==> config.mk <==
export PLATFORM = sky130hd
export DESIGN_NAME = periodic_rate_gen
export DESIGN_NICKNAME = d
export VERILOG_FILES = /design/src/rtl/prd_rate_pkg.sv /design/src/rtl/prd_rate_decode.sv /design/src/rtl/prd_free_counter.sv /design/src/rtl/periodic_rate_gen.sv
export SDC_FILE = /design/constraint.sdc
export NUM_CORES = 1
export LEC_CHECK = 0
export ABC_CLOCK_PERIOD_IN_PS = 2900
export BUFFER_PORTS_ARGS = -buffer_cell sky130_fd_sc_hd__buf_4
export CORE_MARGIN = 8
export CORE_UTILIZATION = 55
export CTS_BUF_LIST = sky130_fd_sc_hd__clkbuf_8
export DETAILED_ROUTE_END_ITERATION = 12
export PLACE_DENSITY = 0.75
export SLEW_MARGIN = 20
export SYNTH_ARGS = -nofsm -noshare
export SYNTH_HDL_FRONTEND = slang
export SYNTH_HIERARCHICAL = 1
export SYNTH_SLANG_ARGS = --single-unit
==> constraint.sdc <==
create_clock -name clk_i -period 2.9 [get_ports clk_i]
set_input_delay 0.145 -clock clk_i [delete_from_list [all_inputs] [get_ports clk_i]]
set_output_delay 0.145 -clock clk_i [all_outputs]
set_load 0.02 [all_outputs]
==> src/rtl/prd_rate_pkg.sv <==
package prd_rate_pkg;
    typedef enum logic [1:0] {
        ST_OFF  = 2'd0,
        ST_WAIT = 2'd1,
        ST_FIRE = 2'd2
    } prd_state_t;

    localparam logic [7:0] PRD_FLAG_MASK = 8'hC0;
endpackage

==> src/rtl/prd_rate_decode.sv <==
module prd_rate_decode #(
    parameter int RATE_W  = 4,
    parameter int CNT_W   = 15,
    parameter int ALIAS_1 = 8,
    parameter int ALIAS_2 = 9
) (
    input  logic [RATE_W-1:0] rate_code,
    input  logic              enable,
    output logic              active,
    output logic [CNT_W-1:0]  low_mask
);
    logic [RATE_W-1:0] eff_code;

    always_comb begin
        eff_code = rate_code;
        if (rate_code == RATE_W'(1)) eff_code = RATE_W'(ALIAS_1);
        if (rate_code == RATE_W'(2)) eff_code = RATE_W'(ALIAS_2);
    end

    assign active = enable && (rate_code != '0);

    // low (code-1) bits of the count must be zero at an event
    always_comb begin
        for (int i = 0; i < CNT_W; i++) begin
            low_mask[i] = (i < (int'(eff_code) - 1));
        end
    end
endmodule

==> src/rtl/prd_free_counter.sv <==
module prd_free_counter #(
    parameter int CNT_W = 15
) (
    input  logic             clk,
    input  logic             rst,
    input  logic             tick,
    output logic [CNT_W-1:0] cnt_q,
    output logic [CNT_W-1:0] cnt_next
);
    assign cnt_next = cnt_q + CNT_W'(1);

    always_ff @(posedge clk) begin
        if (rst) begin
            cnt_q <= '0;
        end else if (tick) begin
            cnt_q <= cnt_next;
        end
    end

    p_clear_r1: assert property (@(posedge clk) rst |=> (cnt_q == '0));
    p_advance_r9: assert property (@(posedge clk) disable iff (rst)
        tick |=> (cnt_q == $past(cnt_q) + CNT_W'(1)));
    p_hold_r9: assert property (@(posedge clk) disable iff (rst)
        !tick |=> $stable(cnt_q));
endmodule

==> src/rtl/periodic_rate_gen.sv <==
module periodic_rate_gen
    import prd_rate_pkg::*;
#(
    parameter int RATE_W = 4,
    parameter int CNT_W  = 15,
    parameter int FLAG_W = 8
) (
    input  logic              clk_i,
    input  logic              rst_i,
    input  logic              tick_en_i,
    input  logic [RATE_W-1:0] rate_sel_i,
    input  logic              pie_en_i,
    output logic              pulse_o,
    output logic [FLAG_W-1:0] flag_set_o
);
    logic             active;
    logic [CNT_W-1:0] low_mask;
    logic [CNT_W-1:0] cnt_q;
    logic [CNT_W-1:0] cnt_next;
    logic             on_boundary;
    logic             fire_now;
    prd_state_t       state_q;
    prd_state_t       state_d;

    prd_rate_decode #(
        .RATE_W (RATE_W),
        .CNT_W  (CNT_W)
    ) u_decode (
        .rate_code (rate_sel_i),
        .enable    (pie_en_i),
        .active    (active),
        .low_mask  (low_mask)
    );

    prd_free_counter #(
        .CNT_W (CNT_W)
    ) u_counter (
        .clk      (clk_i),
        .rst      (rst_i),
        .tick     (tick_en_i),
        .cnt_q    (cnt_q),
        .cnt_next (cnt_next)
    );

    assign on_boundary = ((cnt_next & low_mask) == '0);
    assign fire_now    = active && tick_en_i && on_boundary;

    always_comb begin
        state_d = ST_OFF;
        unique case (state_q)
            ST_OFF: begin
                if (fire_now)    state_d = ST_FIRE;
                else if (active) state_d = ST_WAIT;
                else             state_d = ST_OFF;
            end
            ST_WAIT: begin
                if (!active)       state_d = ST_OFF;
                else if (fire_now) state_d = ST_FIRE;
                else               state_d = ST_WAIT;
            end
            ST_FIRE: begin
                if (!active)       state_d = ST_OFF;
                else if (fire_now) state_d = ST_FIRE;
                else               state_d = ST_WAIT;
            end
            default: state_d = ST_OFF;
        endcase
    end

    always_ff @(posedge clk_i) begin
        if (rst_i) state_q <= ST_OFF;
        else       state_q <= state_d;
    end

    always_comb begin
        pulse_o    = (state_q == ST_FIRE);
        flag_set_o = pulse_o ? FLAG_W'(PRD_FLAG_MASK) : '0;
    end

    p_reset_r1: assert property (@(posedge clk_i) rst_i |=> !pulse_o);
    p_code_zero_r2: assert property (@(posedge clk_i) disable iff (rst_i)
        pulse_o |-> ($past(rate_sel_i) != '0));
    p_enable_r3: assert property (@(posedge clk_i) disable iff (rst_i)
        pulse_o |-> $past(pie_en_i));
    p_aligned_r6: assert property (@(posedge clk_i) disable iff (rst_i)
        pulse_o |-> ((cnt_q & $past(low_mask)) == '0));
    p_one_cycle_r7: assert property (@(posedge clk_i) disable iff (rst_i)
        pulse_o |=> !pulse_o);
    p_needs_tick_r9: assert property (@(posedge clk_i) disable iff (rst_i)
        pulse_o |-> $past(tick_en_i));
endmodule

=== Word-level counts from Yosys, hierarchy flattened ===
Cells that the tools add are included.

* $add $sub $neg: 2
* Order comparisons: 15
* Equal/unequal tests: 4
* Mux-type cells: 8
* Bitwise operators: 1
* Reductions and logical operators: 7

{| class="wikitable"
|+ Operators with widths
! cell !! count
|-
| $lt 5x32->1 const A || 7
|-
| $lt 4x32->1 const A || 4
|-
| $lt 3x32->1 const A || 2
|-
| $lt 1x32->1 const A || 1
|-
| $lt 2x32->1 const A || 1
|-
| $add 15x1->15 const B || 1
|-
| $and 15x15->15 || 1
|-
| $logic_not 15->1 || 1
|-
| $mux 4 || 2
|-
| $mux 8 || 1
|-
| $mux 2 || 3
|-
| $sub 4x1->5 const B || 1
|-
| $eq 4x1->1 const B || 1
|-
| $eq 4x2->1 const B || 1
|-
| $pmux 2 s2 || 1
|-
| $reduce_bool 4->1 || 1
|-
| $logic_and 1x1->1 || 3
|-
| $eq 2x1->1 const B || 1
|-
| $eq 2x2->1 const B || 1
|-
| $logic_not 2->1 || 1
|-
| $reduce_or 2->1 || 1
|-
| $mux 1 || 1
|}

* Register bits: 17
* Input bits: 8
* Output and inout port bits: 9
* Word-level logic and storage cells: 39

=== Logic depth before layout (Yosys ltp) ===
* Depth after elaboration: 11
* Depth in mapped cells: 14
* Gate-level depth less buffers: 11

=== Modules after synthesis ===
Netlist, hierarchy kept.

{| class="wikitable"
|+ By module, submodules not included
! module !! instances !! cells each !! area an instance (um^2) !! seq. area each (um^2)
|-
| prd_free_counter || 1 || 114 || 996.0 || 300.3
|-
| prd_rate_decode || 1 || 73 || 467.9 || 0.0
|-
| periodic_rate_gen || 1 || 34 || 257.7 || 40.0
|}

=== Worst setup path after synthesis ===
No wires, ideal clock.

* Kind: in2reg
* Start: in rate_sel_i[3]
* End: reg state_q[1]
* Library setup time: 0.059 ns
* Data arrival time: 2.305 ns
* Required time: 2.841 ns
* Slack: 0.535 ns
* Stages on the path: 13
* Buffers on the path: 3
* Cells stage by stage: buf_2 > buf_2 > nor2_1 > mux2i_1 > ha_1 > clkbuf_1 > nand2_1 > a32oi_1 > o22ai_1 > a22oi_1 > nand4_1 > nor4_2 > and2_1

* Cells in the longest elaborated chain, start to end: 11
* Elaborated cells on any way between the ends: 30
* Classes of those cells: add/sub: 1; order compare: 15; eq/ne: 2; mux: 6; bitwise: 1; reduce/logical: 5

{| class="wikitable"
|+ Ends and longest elaborated chain
! item !! RTL line !! text
|-
| start: declaration || periodic_rate_gen.sv:11 || <nowiki>input logic [RATE_W-1:0] rate_sel_i,</nowiki>
|-
| $eq 4x1->1 || prd_rate_decode.sv:16 || <nowiki>if (rate_code == RATE_W'(1)) eff_code = RATE_W'(ALIAS_1);</nowiki>
|-
| $mux 4 || prd_rate_decode.sv:16 ||
|-
| $mux 4 * || prd_rate_decode.sv:17 || <nowiki>if (rate_code == RATE_W'(2)) eff_code = RATE_W'(ALIAS_2);</nowiki>
|-
| $sub 4x1->5 * || prd_rate_decode.sv:25 || <nowiki>low_mask[i] = (i < (int'(eff_code) - 1));</nowiki>
|-
| $lt 5x32->1 * || prd_rate_decode.sv:25 ||
|-
| via low_mask[12] || periodic_rate_gen.sv:17 || <nowiki>logic [CNT_W-1:0] low_mask;</nowiki>
|-
| $and 15x15->15 * || periodic_rate_gen.sv:45 || <nowiki>assign on_boundary = ((cnt_next & low_mask) == '0);</nowiki>
|-
| $logic_not 15->1 * || periodic_rate_gen.sv:45 ||
|-
| $logic_and 1x1->1 * || periodic_rate_gen.sv:46 || <nowiki>assign fire_now = active && tick_en_i && on_boundary;</nowiki>
|-
| $mux 2 || periodic_rate_gen.sv:58, periodic_rate_gen.sv:63 ||
|-
| $mux 2 || periodic_rate_gen.sv:57 || <nowiki>if (!active) state_d = ST_OFF;</nowiki>
|-
| $pmux 2 s2 * || periodic_rate_gen.sv:50 || <nowiki>unique case (state_q)</nowiki>
|-
| end signal: assignment || periodic_rate_gen.sv:72 || <nowiki>else state_q <= state_d;</nowiki>
|-
| end: declaration || periodic_rate_gen.sv:22 || <nowiki>prd_state_t state_q;</nowiki>
|}

Mark *: on every way through the listed nets, which the timed path passes. The rest lies on a longest branch.
A chain may end at the register's enable or synchronous reset.

=== Worst setup path in the final report ===
* Start: in rate_sel_i[3]
* End: reg state_q[1]

* Cells in the longest elaborated chain, start to end: 11
* Elaborated cells on any way between the ends: 30
* Classes of those cells: add/sub: 1; order compare: 15; eq/ne: 2; mux: 6; bitwise: 1; reduce/logical: 5

{| class="wikitable"
|+ Ends and longest elaborated chain
! item !! RTL line
|-
| $eq 4x1->1 || prd_rate_decode.sv:16
|-
| $mux 4 || prd_rate_decode.sv:16
|-
| $mux 4 * || prd_rate_decode.sv:17
|-
| $sub 4x1->5 * || prd_rate_decode.sv:25
|-
| $lt 3x32->1 * || prd_rate_decode.sv:25
|-
| via low_mask[3] || periodic_rate_gen.sv:17
|-
| $and 15x15->15 * || periodic_rate_gen.sv:45
|-
| $logic_not 15->1 * || periodic_rate_gen.sv:45
|-
| $logic_and 1x1->1 * || periodic_rate_gen.sv:46
|-
| $mux 2 || periodic_rate_gen.sv:58, periodic_rate_gen.sv:63
|-
| $mux 2 || periodic_rate_gen.sv:57
|-
| $pmux 2 s2 * || periodic_rate_gen.sv:50
|}

Marks and branches as above.

==> metrics.cfg <==
[floorplan]
core_area_um2 = 3030
start_util_pct = 56.9
die_w_um = 72.0
io_pins = 17
die-area_um2 = 5180
rows = 20
die_height_um = 72.0

[layout]
final_cells = 259
fill_cells = 291
drive_gt1_share_pct = 13.5
post-route-util_pct = 56.9
multi_input_area_um2 = 1180
seq_area_um2 = 340
stdcell_area_um2 = 1720
layout_common_cells = nor2_1 (20), nand2_1 (18), dfxtp_1 (17), xor2_1 (12), a21oi_1 (12)
mostFrequentLayoutCell = nor2_1
area_delta_synth_final_pct = 0.0725
layout.nets = 229
antenna_cells = 0

[status]
outcome = complete, no violations

[synth]
syn_area_um2 = 1720
yosysUniqueCellTypes = 51
yosys_warnings = 6
synth_flop_cell = dfxtp_1
yosys_register_bits = 17
synth_edf_count = 0
avgSynthCellArea_um2 = 7.79
seq_area_frac_synth_pct = 19.8
syn_inst = 221
async_flop_share_pct = 0

[timing]
period_minus_slack_ns = 2.36
grt_setup_unrepaired = no
clock_skew_ns = 0.00199
whs_ns = 0.204
fin_ws_ns = 0.536
slew_violations = 0
maxClockFrequency_mhz = 423
hold_violations = 0
tns_ns = 0
finalSetupViolCount = 0
final.period_utilization_pct = 81.5

[global_routing]
antenna_found_initial = 0
grtUsageTotal_pct = 13.7
grt_pass1_wl_um = 5870
overflow = 0
grt_max_degree = 20
grt_pass1_vias = 1255

[detailed_routing]
vias_per_cell = 5.80
first_iter_violations = 240
dr_wl_met2_um = 1690
drc = 0
wl_um = 3530
num_vias = 1501
drt_pre_antenna_iters = 4
drt.antenna.violating_nets = 0
met1_length_um = 1650
routedWlPerCell_um = 13.6
wl_met3_um = 170
dr.max_layer_used = met4

[clock_network]
root_buffer = clkbuf_8
clock_sinks = 17
cts_buffers = 3
ctsResizeCount = 0
clk_path_buf_depth = 2
cts_max_level = 1
clkLatencyLatePin_ns = 0.25
cts_tree = done
post_cts_buffers = 0
path_clk_slew_ns = 0.07
hold_buffers = 0

[setup_path]
worst_path_max_delay_cell = ha_1
critPathCaptureType = flop
crit_fanout = 18
timing.rr.end = state_q[1]
required_ns = 3.10
start_kind = primary input
critical_path_class = in -> reg
path_cells = buf_4 -> nor2_1 -> mux2i_1 -> ha_1 -> nor2b_1 -> o21ai_0 -> o21a_1 -> a22oi_1 -> nand4_1 -> nor4_2 -> and2_1
crit_family = simple AND/OR/NAND/NOR gates
slowest_delay_ns = 0.47
crit_arrival_ns = 2.56
r2r_start = u_counter/cnt_q[0]
r2r_cells = 8
cp_num_buf_inv = 1
reg2reg_slack_ns = 0.78

[power_and_ir_drop]
power.total_mw = 0.554
p_per_area_nw_per_um2 = 322
leakage_nw = 0.669
irDropWorstVdd_uv = 218

[min_path]
hold_path_depth = 2
min_path_type = in -> reg
hold_end = u_counter/cnt_q[5]
worstHoldStart = rst_i

[job]
cap_viol_max_count = 0

[placed_design]
pre_cts_ws_ns = 0.261
gp_congestion = 0.857
dpl.cell_count = 255
dp_hpwl_um = 2510
dpl_cell_area_um2 = 1680
portBuffers = 10

==> metal layers <==
layer	global-route usage, %	up-vias
li1	-	762
met2	21.6	31
met3	3.44	2
met5	0	-
met1	18.0	706
met4	3.40	0
==> state kept, by name, indices dropped and copies added, names as in the netlist <==
name             cells
u_counter/cnt_q     15
state_q              2
==> how the worst max path moves through the flow <==
stage	start	endpoint	slack (ns)	cells after the start
after floorplan	rate_sel_i[3]	state_q[1]	0.54	13
after global placement	rate_sel_i[3]	state_q[1]	0.40	11
after detailed placement	rate_sel_i[3]	state_q[1]	0.26	11
after CTS	rate_sel_i[3]	state_q[1]	0.53	11
after global routing	rate_sel_i[3]	state_q[1]	0.22	11
final	rate_sel_i[3]	state_q[1]	0.54	11
==> cell type report <==
cell class                 instances  area share (%)
tap                               44            3.20
timing repair buffer              11            4.79
clock buffer                       3            2.40
multi-input combinational        177            68.3
sequential                        17            19.8
clock inverter                     1           0.218
inverter                           6            1.31
==> cell usage after synthesis, types with 4 or more instances <==
cell type	number	area (um^2)
a21oi_1	12	60.1
a22oi_1	7	52.6
buf_2	4	20.0
buf_4	15	113
buf_6	5	56.3
dfxtp_1	17	340
ha_1	5	62.6
inv_1	6	22.5
nand2_1	18	67.6
nand2b_1	4	25.0
nand3_1	7	35.0
nand4_1	5	31.3
nor2_1	20	75.1
nor2b_1	7	43.8
nor3_1	7	35.0
o21ai_0	11	55.1
o31ai_1	5	37.5
or4_1	4	30.0
xnor2_1	6	52.6
xor2_1	12	105
==> where the power goes <==
| part | switching, mW | internal, mW |
|---|---|---|
| clock | 0.0810 | 0.0940 |
| sequential | 0.00601 | 0.238 |
| combinational | 0.0818 | 0.0532 |
| total | 0.169 | 0.385 |
==> cells by family after synthesis <==
kind of cell | synth area share [%]
AOI/OAI and AO/OA | 20.5
xor gates and xnor gates | 9.16
adders and majority gates | 3.63
buffers and inverters | 12.9
DFF | 19.8
muxes | 2.47
other | 0.218
and+or+nand+nor | 31.3
(Power assumes the default switching activity.)
